File: config.mk
export PLATFORM = sky130hd
export DESIGN_NAME = edo_dram_ctrl
export DESIGN_NICKNAME = d
export VERILOG_FILES = /design/src/rtl/edo_pkg.sv /design/src/rtl/edo_ref_timer.sv /design/src/rtl/edo_row_track.sv /design/src/rtl/edo_seq.sv /design/src/rtl/edo_dram_ctrl.sv
export SDC_FILE = /design/constraint.sdc
export NUM_CORES = 1
export LEC_CHECK = 0
export BUFFER_PORTS_ARGS = -buffer_cell sky130_fd_sc_hd__clkbuf_2
export CAP_MARGIN = 20
export CORE_ASPECT_RATIO = 0.8
export CORE_UTILIZATION = 40
export CTS_BUF_LIST = sky130_fd_sc_hd__clkbuf_8
export DETAILED_ROUTE_END_ITERATION = 7
export PLACE_DENSITY = 0.63
export SYNTH_ARGS = -nofsm -noshare
export SYNTH_HDL_FRONTEND = slang
export SYNTH_SLANG_ARGS = --single-unit
File: constraint.sdc
create_clock -name clk -period 2 [get_ports clk]
set_input_delay 0.4 -clock clk [delete_from_list [all_inputs] [get_ports clk]]
set_output_delay 0.4 -clock clk [all_outputs]
set_load 0.03 [all_outputs]
File: src/rtl/edo_pkg.sv
package edo_pkg;

  typedef enum logic [3:0] {
    S_IDLE,
    S_PRE,
    S_ROW_ADDR,
    S_ROW_WAIT,
    S_COL_SETUP,
    S_COL_STROBE,
    S_REF_CAS,
    S_REF_RAS,
    S_REF_PRE
  } seq_state_t;

  function automatic int ns2cyc(input int ns, input int clk_ns);
    return (ns + clk_ns - 1) / clk_ns;
  endfunction

  function automatic int maxi(input int a, input int b);
    return (a > b) ? a : b;
  endfunction

endpackage

File: src/rtl/edo_ref_timer.sv
module edo_ref_timer #(
  parameter int INTERVAL = 1562
) (
  input  logic clk,
  input  logic rst,
  input  logic ack,
  output logic pend
);
  localparam int CW = $clog2(INTERVAL + 1);

  logic [CW-1:0] cnt;
  logic          tick;

  assign tick = (cnt == CW'(INTERVAL - 1));

  always_ff @(posedge clk) begin
    if (rst) begin
      cnt  <= '0;
      pend <= 1'b0;
    end else begin
      cnt  <= tick ? '0 : cnt + 1'b1;
      pend <= (pend & ~ack) | tick;
    end
  end

  // a request is never dropped without being served
  p_pend_held_r10: assert property (@(posedge clk) disable iff (rst)
    (pend && !ack) |=> pend);

endmodule

File: src/rtl/edo_row_track.sv
module edo_row_track #(
  parameter int ROW_W = 10
) (
  input  logic             clk,
  input  logic             rst,
  input  logic             set,
  input  logic             clr,
  input  logic [ROW_W-1:0] set_row,
  input  logic [ROW_W-1:0] probe_row,
  output logic             is_open,
  output logic             hit
);
  logic [ROW_W-1:0] cur_row;

  always_ff @(posedge clk) begin
    if (rst) begin
      is_open <= 1'b0;
      cur_row <= '0;
    end else if (set) begin
      is_open <= 1'b1;
      cur_row <= set_row;
    end else if (clr) begin
      is_open <= 1'b0;
    end
  end

  assign hit = is_open && (cur_row == probe_row);

endmodule

File: src/rtl/edo_seq.sv
module edo_seq
  import edo_pkg::*;
#(
  parameter int ROW_W    = 10,
  parameter int COL_W    = 10,
  parameter int DATA_W   = 16,
  parameter int CLK_NS   = 10,
  parameter int T_RAC_NS = 50,
  parameter int T_PC_NS  = 20,
  parameter int T_AA_NS  = 25,
  parameter int T_CAC_NS = 15,
  parameter int T_CAS_NS = 8,
  parameter int T_RP_NS  = 30,
  parameter int T_RAS_NS = 50
) (
  input  logic                     clk,
  input  logic                     rst,
  input  logic                     req_valid,
  output logic                     req_ready,
  input  logic                     req_we,
  input  logic [ROW_W+COL_W-1:0]   req_addr,
  input  logic [DATA_W-1:0]        req_wdata,
  input  logic [DATA_W/8-1:0]      req_be,
  output logic [DATA_W-1:0]        rd_data,
  output logic                     rd_valid,
  input  logic                     ref_pend,
  output logic                     ref_ack,
  input  logic                     row_open,
  input  logic                     row_hit,
  output logic                     row_set,
  output logic                     row_clr,
  output logic [ROW_W-1:0]         row_val,
  output logic                     ras_n,
  output logic [DATA_W/8-1:0]      cas_n,
  output logic                     we_n,
  output logic                     oe_n,
  output logic [maxi(ROW_W,COL_W)-1:0] mem_addr,
  output logic [DATA_W-1:0]        dq_out,
  output logic                     dq_oe,
  input  logic [DATA_W-1:0]        dq_in
);
  localparam int ADDR_W  = ROW_W + COL_W;
  localparam int LANES   = DATA_W / 8;
  localparam int MA_W    = maxi(ROW_W, COL_W);
  localparam int CAS_CYC = maxi(maxi(ns2cyc(T_CAC_NS, CLK_NS), ns2cyc(T_CAS_NS, CLK_NS)),
                                maxi(ns2cyc(T_AA_NS, CLK_NS) - 1, 1));
  localparam int RCD_CYC = maxi(ns2cyc(T_RAC_NS, CLK_NS) - CAS_CYC - 1, 1);
  localparam int CP_CYC  = maxi(ns2cyc(T_PC_NS, CLK_NS) - CAS_CYC, 1);
  localparam int RP_CYC  = maxi(ns2cyc(T_RP_NS, CLK_NS), 1);
  localparam int RAS_CYC = maxi(ns2cyc(T_RAS_NS, CLK_NS), 1);
  localparam int CNT_MAX = maxi(maxi(CAS_CYC, RCD_CYC), maxi(maxi(CP_CYC, RP_CYC), RAS_CYC));
  localparam int CNT_W   = $clog2(CNT_MAX + 1);

  seq_state_t        state;
  logic [CNT_W-1:0]  cnt;
  logic [ROW_W-1:0]  lat_row;
  logic [COL_W-1:0]  lat_col;
  logic              lat_we;
  logic [LANES-1:0]  lat_be;
  logic              pre_ref;
  logic              cnt_done;

  assign cnt_done  = (cnt == '0);
  assign req_ready = (state == S_IDLE) && !ref_pend;
  assign ref_ack   = (state == S_REF_CAS);
  assign row_set   = (state == S_ROW_ADDR);
  assign row_clr   = (state == S_PRE) || (state == S_REF_CAS);
  assign row_val   = lat_row;

  always_ff @(posedge clk) begin
    if (rst) begin
      state    <= S_IDLE;
      cnt      <= '0;
      lat_row  <= '0;
      lat_col  <= '0;
      lat_we   <= 1'b0;
      lat_be   <= '0;
      pre_ref  <= 1'b0;
      ras_n    <= 1'b1;
      cas_n    <= '1;
      we_n     <= 1'b1;
      oe_n     <= 1'b1;
      mem_addr <= '0;
      dq_out   <= '0;
      dq_oe    <= 1'b0;
      rd_data  <= '0;
      rd_valid <= 1'b0;
    end else begin
      rd_valid <= 1'b0;
      case (state)
        S_IDLE: begin
          if (ref_pend) begin
            if (row_open) begin
              ras_n   <= 1'b1;
              cnt     <= CNT_W'(RP_CYC - 1);
              pre_ref <= 1'b1;
              state   <= S_PRE;
            end else begin
              cas_n <= '0;
              state <= S_REF_CAS;
            end
          end else if (req_valid) begin
            lat_row <= req_addr[ADDR_W-1:COL_W];
            lat_col <= req_addr[COL_W-1:0];
            lat_we  <= req_we;
            lat_be  <= req_we ? req_be : '1;
            dq_out  <= req_wdata;
            if (row_hit) begin
              mem_addr <= MA_W'(req_addr[COL_W-1:0]);
              we_n     <= ~req_we;
              oe_n     <= req_we;
              dq_oe    <= req_we;
              cnt      <= CNT_W'(CP_CYC - 1);
              state    <= S_COL_SETUP;
            end else if (row_open) begin
              ras_n   <= 1'b1;
              cnt     <= CNT_W'(RP_CYC - 1);
              pre_ref <= 1'b0;
              state   <= S_PRE;
            end else begin
              mem_addr <= MA_W'(req_addr[ADDR_W-1:COL_W]);
              state    <= S_ROW_ADDR;
            end
          end
        end
        S_PRE: begin
          if (!cnt_done) cnt <= cnt - 1'b1;
          else if (pre_ref) begin
            cas_n <= '0;
            state <= S_REF_CAS;
          end else begin
            mem_addr <= MA_W'(lat_row);
            state    <= S_ROW_ADDR;
          end
        end
        S_ROW_ADDR: begin
          ras_n <= 1'b0;
          cnt   <= CNT_W'(RCD_CYC - 1);
          state <= S_ROW_WAIT;
        end
        S_ROW_WAIT: begin
          if (!cnt_done) cnt <= cnt - 1'b1;
          else begin
            mem_addr <= MA_W'(lat_col);
            we_n     <= ~lat_we;
            oe_n     <= lat_we;
            dq_oe    <= lat_we;
            cnt      <= '0;
            state    <= S_COL_SETUP;
          end
        end
        S_COL_SETUP: begin
          if (!cnt_done) cnt <= cnt - 1'b1;
          else begin
            cas_n <= ~lat_be;
            cnt   <= CNT_W'(CAS_CYC - 1);
            state <= S_COL_STROBE;
          end
        end
        S_COL_STROBE: begin
          if (!cnt_done) cnt <= cnt - 1'b1;
          else begin
            cas_n <= '1;
            we_n  <= 1'b1;
            oe_n  <= 1'b1;
            dq_oe <= 1'b0;
            if (!lat_we) begin
              rd_data  <= dq_in;
              rd_valid <= 1'b1;
            end
            state <= S_IDLE;
          end
        end
        S_REF_CAS: begin
          ras_n <= 1'b0;
          cnt   <= CNT_W'(RAS_CYC - 1);
          state <= S_REF_RAS;
        end
        S_REF_RAS: begin
          if (!cnt_done) cnt <= cnt - 1'b1;
          else begin
            ras_n <= 1'b1;
            cas_n <= '1;
            cnt   <= CNT_W'(RP_CYC - 1);
            state <= S_REF_PRE;
          end
        end
        S_REF_PRE: begin
          if (!cnt_done) cnt <= cnt - 1'b1;
          else state <= S_IDLE;
        end
        default: state <= S_IDLE;
      endcase
    end
  end

  // ---------------- assertions ----------------
  logic [CNT_W-1:0] ras_hi_cnt;
  always_ff @(posedge clk) begin
    if (rst) ras_hi_cnt <= CNT_W'(RP_CYC);
    else if (!ras_n) ras_hi_cnt <= '0;
    else if (ras_hi_cnt < CNT_W'(RP_CYC)) ras_hi_cnt <= ras_hi_cnt + 1'b1;
  end

  p_precharge_r8: assert property (@(posedge clk) disable iff (rst)
    $fell(ras_n) |-> (ras_hi_cnt >= CNT_W'(RP_CYC)));

  p_cbr_order_r9: assert property (@(posedge clk) disable iff (rst)
    ($fell(ras_n) && (cas_n != '1)) |-> ((cas_n == '0) && $past(cas_n == '0)));

  p_we_setup_r5: assert property (@(posedge clk) disable iff (rst)
    ((cas_n & ~$past(cas_n)) == '0 && (cas_n != $past(cas_n)) && !we_n) |-> $past(!we_n));

  p_drive_dir_r5: assert property (@(posedge clk) disable iff (rst)
    dq_oe |-> (oe_n && !we_n));

  p_oe_we_excl_r5: assert property (@(posedge clk) disable iff (rst)
    !(!oe_n && !we_n));

  p_read_lanes_r6: assert property (@(posedge clk) disable iff (rst)
    (!oe_n && (cas_n != '1)) |-> (cas_n == '0));

  p_hit_keeps_row_r7: assert property (@(posedge clk) disable iff (rst)
    (req_valid && req_ready && row_hit) |=> !ras_n);

endmodule

File: src/rtl/edo_dram_ctrl.sv
module edo_dram_ctrl
  import edo_pkg::*;
#(
  parameter int ROW_W      = 10,
  parameter int COL_W      = 10,
  parameter int DATA_W     = 16,
  parameter int CLK_NS     = 10,
  parameter int T_RAC_NS   = 50,
  parameter int T_PC_NS    = 20,
  parameter int T_AA_NS    = 25,
  parameter int T_CAC_NS   = 15,
  parameter int T_CAS_NS   = 8,
  parameter int T_RP_NS    = 30,
  parameter int T_RAS_NS   = 50,
  parameter int T_REFW_NS  = 16_000_000,
  parameter int REF_ROWS   = 1024
) (
  input  logic                   clk,
  input  logic                   rst,
  input  logic                   req_valid,
  output logic                   req_ready,
  input  logic                   req_we,
  input  logic [ROW_W+COL_W-1:0] req_addr,
  input  logic [DATA_W-1:0]      req_wdata,
  input  logic [DATA_W/8-1:0]    req_be,
  output logic [DATA_W-1:0]      rd_data,
  output logic                   rd_valid,
  output logic                   mem_ras_n,
  output logic                   mem_casl_n,
  output logic                   mem_cash_n,
  output logic                   mem_we_n,
  output logic                   mem_oe_n,
  output logic [maxi(ROW_W,COL_W)-1:0] mem_addr,
  output logic [DATA_W-1:0]      dq_out,
  output logic                   dq_oe,
  input  logic [DATA_W-1:0]      dq_in
);
  localparam int LANES   = DATA_W / 8;
  localparam int REF_CYC = maxi((T_REFW_NS / REF_ROWS) / CLK_NS, 2);

  logic             ref_pend, ref_ack;
  logic             row_open, row_hit, row_set, row_clr;
  logic [ROW_W-1:0] row_val;
  logic [LANES-1:0] cas_n;

  edo_ref_timer #(.INTERVAL(REF_CYC)) i_timer (
    .clk(clk), .rst(rst), .ack(ref_ack), .pend(ref_pend)
  );

  edo_row_track #(.ROW_W(ROW_W)) i_rows (
    .clk(clk), .rst(rst), .set(row_set), .clr(row_clr),
    .set_row(row_val), .probe_row(req_addr[ROW_W+COL_W-1:COL_W]),
    .is_open(row_open), .hit(row_hit)
  );

  edo_seq #(
    .ROW_W(ROW_W), .COL_W(COL_W), .DATA_W(DATA_W), .CLK_NS(CLK_NS),
    .T_RAC_NS(T_RAC_NS), .T_PC_NS(T_PC_NS), .T_AA_NS(T_AA_NS),
    .T_CAC_NS(T_CAC_NS), .T_CAS_NS(T_CAS_NS), .T_RP_NS(T_RP_NS),
    .T_RAS_NS(T_RAS_NS)
  ) i_seq (
    .clk(clk), .rst(rst),
    .req_valid(req_valid), .req_ready(req_ready), .req_we(req_we),
    .req_addr(req_addr), .req_wdata(req_wdata), .req_be(req_be),
    .rd_data(rd_data), .rd_valid(rd_valid),
    .ref_pend(ref_pend), .ref_ack(ref_ack),
    .row_open(row_open), .row_hit(row_hit), .row_set(row_set),
    .row_clr(row_clr), .row_val(row_val),
    .ras_n(mem_ras_n), .cas_n(cas_n), .we_n(mem_we_n), .oe_n(mem_oe_n),
    .mem_addr(mem_addr), .dq_out(dq_out), .dq_oe(dq_oe), .dq_in(dq_in)
  );

  assign mem_casl_n = cas_n[0];
  assign mem_cash_n = cas_n[LANES-1];

endmodule

# Word-level counts from Yosys, hierarchy flattened
# Cells that the tools add are included.
word_totals:
  register_bits: 103
  inputBits: 58
  wordCells: 151
classes:
  n_addsub: 2
  n_eq_ne: 29
  mux: 63
  bitwise_logic: 9
  reduce_logical: 28
op_table:
  columns: ["cell", "n"]
  rows:
  - ["10-bit two-way mux", 7]
  - ["4-bit two-way mux", 8]
  - ["4-bit one-hot mux with 8 select lines", 1]
  - ["3-bit two-way mux", 10]
  - ["10-bit one-hot mux with 3 select lines", 1]
  - ["1-bit two-way mux", 22]
  - ["3-bit one-hot mux with 7 select lines", 1]
  - ["4-bit by 3-bit == test with 1-bit output, second input constant", 4]
  - ["2-bit two-way mux", 8]
  - ["2-bit by 1-bit != test with 1-bit output, second input constant", 8]
  - ["2-bit != test, second input constant", 8]
  - ["7-bit AND reduction", 2]
  - ["1-bit one-hot mux with 3 select lines", 4]
  - ["6-bit AND reduction", 2]
  - ["11-bit by 1-bit adder with 11-bit output, second input constant", 1]
  - ["11-bit == test, second input constant", 1]
  - ["10-bit == test", 1]
  - ["3-bit != test, second input constant", 3]
  - ["3-bit AND reduction", 3]
  - ["3-bit nonzero test", 3]
  - ["4-bit by 2-bit == test with 1-bit output, second input constant", 2]
  - ["2-bit one-hot mux with 4 select lines", 1]
  - ["4-bit AND reduction", 2]
  - ["2-bit OR reduction", 4]
  - ["16 further kinds", 24]

# Logic depth before layout (Yosys ltp)
# Gate-level depths: netlist (run 1).
logic_depth:
  word_depth: 6
  mapped_depth: 9

# Cells and area by module
# From an unflattened synthesis (run 1), not the netlist that was laid out.
unflattened:
  hier_cells: 588
  area_unflattened_um2: 4728.3
by_module_without_submodules:
  columns: ["mod", "instances", "cells_per_inst", "area_each_um2"]
  rows:
  - ["edo_seq", 1, 481, 3691.0]
  - ["edo_ref_timer", 1, 57, 536.8]
  - ["edo_row_track", 1, 50, 500.5]

# Worst setup path before layout (run 1)
# No wires, ideal clock.
synth_timing:
  path_type: "flip-flop to flip-flop"
  from: "register i_seq.state[1]"
  to: "register i_seq.lat_col[9]"
  setup_time_ps: 132
  arrival_time_ps: 2168
  slack_ps: -300
  stages_incl_launch_ff: 9
  n_path_buf: 3
  synth_period_minus_slack_ps: 2300
  cell_sequence: "dfxtp_1 -> buf_2 -> or4_1 -> nor2_1 -> nand2_1 -> clkbuf_1 -> clkbuf_1 -> nand2_1 -> a21oi_1"
synth_between:
  elab_chain_len: 2
synth_lines:
  columns: ["element", "line", "text"]
  rows:
  - ["start: declaration", "edo_seq.sv:54", "seq_state_t state;"]
  - ["start signal: assignment", "edo_seq.sv:72", "state <= S_IDLE;"]
  - ["start signal: assignment", "edo_seq.sv:97", "state <= S_PRE;"]
  - ["start signal: assignment", "edo_seq.sv:100", "state <= S_REF_CAS;"]
  - ["4-bit logical NOT", "edo_seq.sv:90", "case (state)"]
  - ["3-bit AND reduction (no line)", null, null]
  - ["end signal: assignment", "edo_seq.sv:104", "lat_col <= req_addr[COL_W-1:0];"]
  - ["end: declaration", "edo_seq.sv:57", "logic [COL_W-1:0] lat_col;"]
# Every way passes these cells.
# A chain may end at the register's enable or synchronous reset.

# Final worst setup path (run 1)
layout_timing:
  from: "register i_seq.state[0]"
  to: "register i_seq.mem_addr[4]"
layout_between:
  elab_chain_len: 3
  word_cells_on_any_way: 12
layout_lines:
  columns: ["element", "line", "text"]
  rows:
  - ["4-bit by 1-bit == test with 1-bit output (tied with other cells)", "edo_seq.sv:90", null]
  - ["2-bit != test (no line) (tied with other cells)", null, null]
  - ["7-bit AND reduction (no line)", null, null]
  - ["end signal: assignment", "edo_seq.sv:109", "mem_addr <= MA_W'(req_addr[COL_W-1:0]);"]
  - ["end signal: assignment", "edo_seq.sv:121", "mem_addr <= MA_W'(req_addr[ADDR_W-1:COL_W]);"]
  - ["end signal: assignment", "edo_seq.sv:132", "mem_addr <= MA_W'(lat_row);"]
  - ["end: declaration", "edo_seq.sv:37", "output logic [maxi(ROW_W,COL_W)-1:0] mem_addr,"]
# Several ways; a longest one is shown, not always the timed one.

==> results.yml, run 1 <==
placed_design:
  gp_congestion: 0.894
  dpl.cell_count: 888
  place_ws_ns: -0.164
  io_buffers: 107
  hpwlAfterDp_um: 9790
yosys:
  synth.most_common_cell: "nand2_1"
  synthArstFlopShare_pct: 0
  synth_common_cells: "nand2_1, dfxtp_1, a21oi_1"
  ys_top_cells_by_area: "dfxtp_1, nand2_1, a21oi_1"
  syn_inst: 616
  synthesis.nets: 678
  synth_top_area_share_pct: 42.6
  yosys_warnings: 0
  yosys.area.top_type: "dfxtp_1"
  synth_area_mm2: 0.00484
  post_synth_num_cell_types: 52
  avgSynthCellArea_um2: 7.85
  ys.flop_type: "dfxtp_1"
  synth-edff-count: 0
  ys_seq_area_share_pct: 42.6
  ys_ff_latch: 103
global_route:
  grt_pass1_wl_um: 22100
  grt_max_degree: 34
  grtUsageTotal_pct: 22.0
  grt_pass1_vias: 4566
  antenna_found_initial: 0
  overflow: 0
status:
  status: "finished with violations"
  violations: "design-rule violations, negative setup slack"
route:
  viasPerCell: 5.38
  drc_errors: 8
  num_vias: 4916
  wirelength_um: 13900
  drtIter0Drc: 363
  wl_per_cell_um: 15.2
  dr.pass1.iters: 8
  drtAntennaViolNets: 0
die:
  initial_core_util_pct: 41.5
  die_h_um: 100
  rows: 35
  num_io_pins: 108
  die-area_mm2: 0.0125
  die_w_um: 125
  design.core.area_mm2: 0.0116
setup_path:
  endpoint_kind: "register"
  cp_cell_sequence: "or3b_4, a211o_1, a2111oi_4, buf_4, buf_8, nor3_1, a311oi_2"
  slowest_delay_ns: 0.38
  worstPathArrival_ns: 2.39
  path_class: "register to register"
  cp_top_family: "compound AO/OA/AOI/OAI gates"
  cp-start-kind: "register"
  cp.required_ns: 2.29
  slowest_stage: "dfxtp_4"
  crit_path_max_fanout: 5
  cp_num_buf_inv: 2
job:
  cap_viol_max_count: 0
timing:
  hold_viol: 0
  relSlewSlack_pct: 68.4
  rsz0062_at_grt: "yes"
  fin_crit_ns: 2.10
  fin_crit_sh_pct: 105
  clock_skew_ns: 0.0179
  tns_ns: -0.897
  fmax_mhz: 477
  tightest_slew_ns: 0.472
  slew_viol_final: 0
  setup_viol: 12
  layout_setup_ws_ns: -0.0952
finish:
  layoutNonFillerInstCount: 914
  drive_gt1_share_pct: 30.9
  area.growth.synth_to_final_pct: 30.9
  final_nets: 823
  antenna_cells: 0
cts:
  clk_latency_ns: 0.38
  cts-buffers-inserted: 9
  holdBufCountCts: 0
  clk_path_buf_depth: 2
  path_clk_slew_ns: 0.11
  cts-root-buf: "clkbuf_8"
  cts.sinks: 103
  h-tree-depth: 3
  cts_tree: "built"
power:
  power.density_mw_per_mm2: 1400
  p_leak_nw: 2.54
  ir_drop_uv: 559
hold_path:
  hp-class: "primary input to register"
[cells in the final DEF, fill, tap and decap left out, types with 4 or more instances in the layout]
| cell | instances |
|---|---|
| xor2_1 | 6 |
| clkbuf_8 | 10 |
| a311oi_2 | 10 |
| o21ai_0 | 12 |
| a22oi_1 | 13 |
| o211ai_1 | 5 |
| nand3_1 | 10 |
| inv_1 | 13 |
| nor2_1 | 33 |
| dfxtp_1 | 100 |
| buf_4 | 59 |
| nand4_1 | 9 |
| buf_12 | 4 |
| nor2b_1 | 5 |
| nand2_1 | 167 |
| nor3_2 | 6 |
| nand2b_1 | 4 |
| clkbuf_2 | 105 |
| xnor2_1 | 15 |
| mux2_2 | 10 |
| nor3_1 | 10 |
| ha_1 | 4 |
| a21oi_1 | 81 |
[tightest hold or removal path, stage by stage]
cell and delay (ns):
clkbuf_2 0.08, nand2_1 0.04, a21oi_1 0.05
[layout make-up]
| class | instances | area (um2) |
|---|---|---|
| flip-flops and latches | 103 | 2070 |
| clock buffers | 10 | 138 |
| inverters | 14 | 52.6 |
| multi-input cells | 459 | 2670 |
| clock inverters | 6 | 97.6 |
| well taps | 148 | 185 |
| fillers | 1063 | 5320 |
| repair buffers | 174 | 1120 |
[registers in the layout, summed over array words and instances, names as in the netlist, 2 cells and up, named ones only]
signal,flops
i_seq.rd_data,16
i_seq.cnt,2
i_seq.lat_be,2
i_seq.dq_out,16
i_seq.row_val,10
i_rows.cur_row,10
i_seq.state,4
i_seq.mem_addr,10
i_timer.cnt,11
i_seq.cas_n,2
i_seq.lat_col,10
[worst paths after layout]
check                                 from                        endpoint  slack [ns]  cells after the start
min                              dq_in[13]  i_seq.rd_data[13]$_SDFFE_PP0P_        0.22                      3
max            i_seq.state[0]$_SDFFE_PP0P_  i_seq.mem_addr[4]$_SDFFE_PP0P_        -0.1                      7
min reg2reg  i_seq.dq_out[11]$_SDFFE_PP0P_   i_seq.dq_out[11]$_SDFFE_PP0P_        0.47                      2
max reg2reg    i_seq.state[0]$_SDFFE_PP0P_  i_seq.mem_addr[4]$_SDFFE_PP0P_        -0.1                      7
[stage by stage]
stage	power, mW	utilization (%)	instance area (um2)	hold WS (ns)
6_report	8.84	54.4	6330	0.222
5_1_grt	9.37	54.4	6330	0.206
4_1_cts	8.47	52.8	6150	0.210
3_5_place_dp	6.84	50.5	5880	0.450
3_3_place_gp	6.76	50.5	5880	0.442
2_1_floorplan	5.38	-	4850	0.433
[cell families (layout without fill, tap and decap cells)]
group                      Yosys count  in the layout  share of synthesized area, %
AOI/OAI and AO/OA                  149            149                          20.4
xor gates and xnor gates            21             21                          3.80
adders and majority gates            4              4                          1.03
buffers and inverters               55            204                          4.60
DFF                                103            103                          42.6
muxes                               10             10                          2.33
and+or+nand+nor                    274            275                          25.2
[timing repair]
item / CTS / global route
setup endpoints to repair: 12 / 15
pin swaps: 1 / 19
cloned: 0 / 2
buffers inserted: 1 / 7
resized for setup: 7 / 29
[routing by layer]
metal	vias to the layer above	routed length [um]	track usage [%]	part of all wire (%)
li1	2411	-	-	-
met1	2286	6290	28.9	45
met2	204	6480	36.2	47
met3	15	946	4.48	6.8
met4	0	157	7.41	1.1
met5	-	0	0	0
[where the power goes]
group	total [mW]	internal (mW)	leakage [nW]	switching, mW
combinational	4.53	1.85	1.58	2.68
clock	1.55	0.760	0.119	0.793
sequential	2.75	2.46	0.842	0.290
total	8.84	5.07	2.54	3.77
No activity file was read; power rests on OpenSTA's default activity.
==> inputs of run 2 (changes only) <==
Settings changed: CORE_ASPECT_RATIO 0.8 to 0.75, SKIP_LAST_GASP set to 1.
==> results.yml, run 2 (synthesis results as in run 1) <==
cts:
  clk_path_buf_depth: 2
  cts.sinks: 103
  cts-buffers-inserted: 9
  h-tree-depth: 3
  cts-root-buf: "clkbuf_8"
  path_clk_slew_ns: 0.11
  clk_latency_ns: 0.40
  cts_tree: "built"
timing:
  fin_crit_ns: 2.13
  clock_skew_ns: 0.0133
  fin_crit_sh_pct: 106
  relSlewSlack_pct: 65.5
  fmax_mhz: 470
  layout_setup_ws_ns: -0.126
  slew_viol_final: 0
  hold_viol: 0
  rsz0062_at_grt: "yes"
  tightest_slew_ns: 0.516
  setup_viol: 15
route:
  top_layer: "met4"
  dr_wl_met3_um: 1240
  num_vias: 4888
  wl_per_cell_um: 15.5
  wl_met2_um: 6440
  drtAntennaViolNets: 0
  dr.pass1.iters: 5
  met1_length_um: 6470
  drtIter0Drc: 333
  drc_errors: 0
  wirelength_um: 14300
  viasPerCell: 5.28
finish:
  multi_input_comb_area_mm2: 0.00261
  fillers: 1127
  reg_top3: "i_seq.dq_out x16, i_seq.rd_data x16, i_timer.cnt x11"
  drive_gt1_share_pct: 30.1
  seq_area_mm2: 0.00207
  area.growth.synth_to_final_pct: 29.2
  antenna_cells: 0
  stdcell_area_mm2: 0.00625
  mostFrequentLayoutCells: "nand2_1, clkbuf_2, dfxtp_1"
  final_common_cell: "nand2_1"
  final_nets: 820
power:
  swShare_pct: 44.6
  power_mw: 8.60
  switchingPower_mw: 3.83
  seq_power_share_pct: 32.0
  p_int_mw: 4.77
  p_clk_share_pct: 15.0
  ir_drop_uv: 569
  power.density_mw_per_mm2: 1380
  p_comb_share_pct: 53.0
  p_leak_nw: 2.49
global_route:
  grtUsageTotal_pct: 22.8
  antenna_found_initial: 0
  grt_pass1_wl_um: 22400
  grt_pass1_vias: 4633
  overflow: 0
  grt_max_degree: 33
die:
  die_h_um: 97.2
  initial_core_util_pct: 41.3
  die-area_mm2: 0.0125
  num_io_pins: 108
  rows: 34
  die_w_um: 129
  design.core.area_mm2: 0.0117
setup_path:
  r2r_end: "i_seq.we_n$_SDFFE_PP1P_"
  slowest_delay_ns: 0.53
  reg2reg_depth: 8
  cp-start-kind: "register"
  cp_cell_sequence: "buf_8, or4_4, nor2_4, buf_8"
  r2r_setup_slack_ns: -0.04
  cp_common_cell: "buf_8"
  regToRegStartpoint: "i_seq.state[2]$_SDFFE_PP0P_"
  worstPathArrival_ns: 1.73
  crit_path_max_fanout: 2
  cp.required_ns: 1.60
  path_class: "register to primary output"
  slowest_stage: "or4_4"
  endpoint_kind: "primary output"
placed_design:
  io_buffers: 107
  hpwlAfterDp_um: 10100
  dpl_cell_area_mm2: 0.00588
  gp_congestion: 0.924
hold_path:
  holdPathStages: 3
  hp-class: "primary input to register"
  whs_endpoint: "i_seq.dq_out[7]$_SDFFE_PP0P_"
  hold_start: "req_wdata[7]"
job:
  cap_viol_max_count: 0
status:
  status: "finished with violations"
  violations: "negative setup slack"
[run 2: changes by cell type in the layout (fill, tap and decap cells not counted), moves of 3 or more]
cell / previous run / this run
buf_4: 59 / 53
nor3_2: 6 / 0
nor3_1: 10 / 19
nor3_4: 3 / 0
[run 2: worst max-delay path by stage]
| stage | startpoint | to | slack, ns | cells past startpoint |
|---|---|---|---|---|
| final | i_seq.state[2]$_SDFFE_PP0P_ | req_ready | -0.13 | 4 |
| after global routing | i_seq.state[2]$_SDFFE_PP0P_ | req_ready | -0.16 | 4 |
| after CTS | i_seq.state[2]$_SDFFE_PP0P_ | req_ready | -0.11 | 4 |
| after detailed placement | req_addr[14] | i_seq.we_n$_SDFFE_PP1P_ | -0.13 | 6 |
| after global placement | req_addr[14] | i_seq.we_n$_SDFFE_PP1P_ | -0.07 | 6 |
| after floorplan | req_addr[14] | i_seq.mem_addr[0]$_SDFFE_PP0P_ | -0.07 | 5 |
[run 2: metal layers]
| layer | track usage, % | vias up |
|---|---|---|
| li1 | - | 2407 |
| met1 | 30.7 | 2260 |
| met2 | 34.7 | 200 |
| met3 | 6.55 | 21 |
| met4 | 7.60 | 0 |
| met5 | 0 | - |
[run 2: layout make-up]
| type | instances | area share [%] |
|---|---|---|
| Clock buffer | 9 | 1.98 |
| Sequential cell | 103 | 33.1 |
| Timing Repair Buffer | 172 | 18.1 |
| Tap cell | 162 | 3.24 |
| Inverter | 14 | 0.841 |
| Clock inverter | 7 | 0.961 |
| Multi-Input combinational cell | 458 | 41.8 |
[run 2: worst max-delay path, delay by kind of cell (launching register included)]
family	cells	cell delay, ns
AND/OR/NAND/NOR	2	0.72
flip-flops	1	0.35
buffers and inverters	2	0.26
[run 2: metrics by stage]
step	setup TNS, ns	utilization [%]	worst slack [ns]	std cells	hold slack (ns)
final	-0.335	53.4	-0.126	925	0.210
after global routing	-3.02	53.4	-0.163	925	0.206
after CTS	-0.148	52.2	-0.105	920	0.201
after floorplan	-0.679	-	-0.0716	616	0.433
after global placement	-0.336	50.2	-0.0743	901	0.441
after detailed placement	-1.12	50.2	-0.135	901	0.447
[run 2: repair_timing]
action                                  in CTS  in global routing
resized for setup                            9                 23
buffers inserted                             3                  0
pin swaps                                    2                  2
endpoints found under the hold margin        0                  0
cloned                                       0                  5
hold buffers                                 0                  0
endpoints found under the setup margin      12                 68
[run 2: power by group through the flow]
stage / clock network, mW / registers (mW) / logic (mW)
final: 1.29 / 2.75 / 4.56
after global routing: 1.39 / 2.79 / 4.89
after CTS: 1.32 / 2.74 / 4.23
after detailed placement: 0 / 2.77 / 4.12
after global placement: 0 / 2.76 / 4.04
after floorplan: 0 / 3.11 / 2.27
==> inputs of run 3 (changes only) <==
Settings changed: CELL_PAD_IN_SITES_DETAIL_PLACEMENT set to 1, CELL_PAD_IN_SITES_GLOBAL_PLACEMENT set to 1, CORE_UTILIZATION 40 to 37, PLACE_DENSITY 0.63 to 0.78.
==> results.yml, run 3 (synthesis results as in run 1) <==
status:
  status: "finished with violations"
  violations: "negative setup slack"
finish:
  utilization_pct: 52.3
  area.growth.synth_to_final_pct: 35.4
  antenna_cells: 0
  drive_gt1_share_pct: 33.0
  mostFrequentLayoutCells: "nand2_1, clkbuf_2, dfxtp_1"
  final_common_cell: "nand2_1"
  reg_top3: "i_seq.dq_out x16, i_seq.rd_data x16, i_timer.cnt x11"
  final_nets: 829
power:
  power.density_mw_per_mm2: 1440
  ir_drop_uv: 540
  p_leak_nw: 2.61
cts:
  clk_latency_ns: 0.38
  clk_path_buf_depth: 2
  holdBufCountCts: 0
  cts.sinks: 103
  cts-buffers-inserted: 9
  cts-root-buf: "clkbuf_8"
  cts_tree: "built"
  h-tree-depth: 3
  path_clk_slew_ns: 0.10
setup_path:
  path_class: "register to register"
  cp-start-kind: "register"
  cp.required_ns: 2.29
  r2r_setup_slack_ns: -0.11
  crit_path_max_fanout: 5
  endpoint_kind: "register"
  worstPathArrival_ns: 2.39
  r2r_end: "i_seq.mem_addr[2]$_SDFFE_PP0P_"
  reg2reg_depth: 7
  regToRegStartpoint: "i_seq.state[0]$_SDFFE_PP0P_"
hold_path:
  whs_endpoint: "i_seq.dq_out[3]$_SDFFE_PP0P_"
  holdPathStages: 3
  hold_start: "req_wdata[3]"
  hp-class: "primary input to register"
die:
  initial_core_util_pct: 38.6
  rows: 35
  die-area_mm2: 0.0135
  num_io_pins: 108
  design.core.area_mm2: 0.0125
  die_h_um: 101
  die_w_um: 134
route:
  dr.pass1.iters: 5
  wl_met2_um: 8720
  viasPerCell: 5.59
  dr_wl_met3_um: 1110
  top_layer: "met4"
  drtAntennaViolNets: 0
  wirelength_um: 18300
  drc_errors: 0
  met1_length_um: 8170
  drtIter0Drc: 252
  num_vias: 5242
  wl_per_cell_um: 19.5
timing:
  slew_viol_final: 0
  worst_hold_slack_ns: 0.234
  tightest_slew_ns: 0.611
  layout_setup_ws_ns: -0.109
  fin_crit_ns: 2.11
  fmax_mhz: 474
  setup_viol: 39
  relSlewSlack_pct: 59.2
  clock_skew_ns: 0.0110
  hold_viol: 0
  rsz0062_at_grt: "yes"
  fin_crit_sh_pct: 105
global_route:
  antenna_found_initial: 0
  overflow: 0
  grtUsageTotal_pct: 24.8
  grt_pass1_vias: 5042
  grt_max_degree: 38
  grt_pass1_wl_um: 26200
placed_design:
  place_ws_ns: -0.183
  gp_congestion: 0.878
  io_buffers: 107
  hpwlAfterDp_um: 11900
job:
  cap_viol_max_count: 0
run 3: changes by cell type in the layout (fill, tap and decap cells not counted), sizes merged:
cell and change:
clkbuf +2, clkinv -2, clkinvlp +1, bufinv +3, inv -2, buf +7
run 3: cell type report:
| type | instances | area [um2] |
|---|---|---|
| clock inverters | 7 | 126 |
| clock buffers | 9 | 124 |
| well taps | 166 | 208 |
| repair buffers | 181 | 1260 |
| fillers | 1591 | 5980 |
| multi-input cells | 458 | 2710 |
| flip-flops and latches | 103 | 2070 |
| inverters | 14 | 52.6 |
run 3: layer usage:
metal	track usage, %	up-vias
met3	4.68	34
met5	0	-
met4	6.31	0
met2	41.2	212
li1	-	2422
met1	33.3	2574
run 3: worst max-delay path by stage:
| stage | from | endpoint | cells after the start |
|---|---|---|---|
| floorplan | req_addr[14] | i_seq.mem_addr[0]$_SDFFE_PP0P_ | 5 |
| global placement | req_addr[11] | i_seq.we_n$_SDFFE_PP1P_ | 7 |
| detailed placement | req_addr[13] | i_seq.mem_addr[1]$_SDFFE_PP0P_ | 7 |
| CTS | i_seq.state[3]$_SDFFE_PP0P_ | req_ready | 4 |
| global route | i_seq.state[0]$_SDFFE_PP0P_ | req_ready | 4 |
| finish | i_seq.state[0]$_SDFFE_PP0P_ | i_seq.mem_addr[2]$_SDFFE_PP0P_ | 7 |
run 3: worst max-delay path: stages (launching register included):
cell	delay [ns]
dfxtp_2	0.35
or3b_4	0.38
a211o_4	0.31
a2111oi_4	0.31
buf_4	0.21
buf_6	0.13
nor3_1	0.07
a311oi_2	0.25
run 3: stage by stage:
stage	instances	instance area (um2)	power (mW)	setup TNS, ns
5_1_grt	938	6550	9.92	-4.95
6_report	938	6550	9.46	-1.81
3_3_place_gp	905	5900	6.76	-0.743
4_1_cts	925	6230	8.73	-1.20
2_1_floorplan	616	4850	5.38	-0.679
3_5_place_dp	905	5900	6.91	-1.84
run 3: report_power, final:
| part | switching (mW) | internal [mW] |
|---|---|---|
| logic | 3.05 | 2.00 |
| registers | 0.304 | 2.46 |
| clock network | 0.793 | 0.850 |
run 3: timing repair:
action,CTS,global route
gates resized for setup,9,39
gates cloned,1,6
pin swaps,2,10
setup endpoints to repair,21,54
setup buffers,3,8
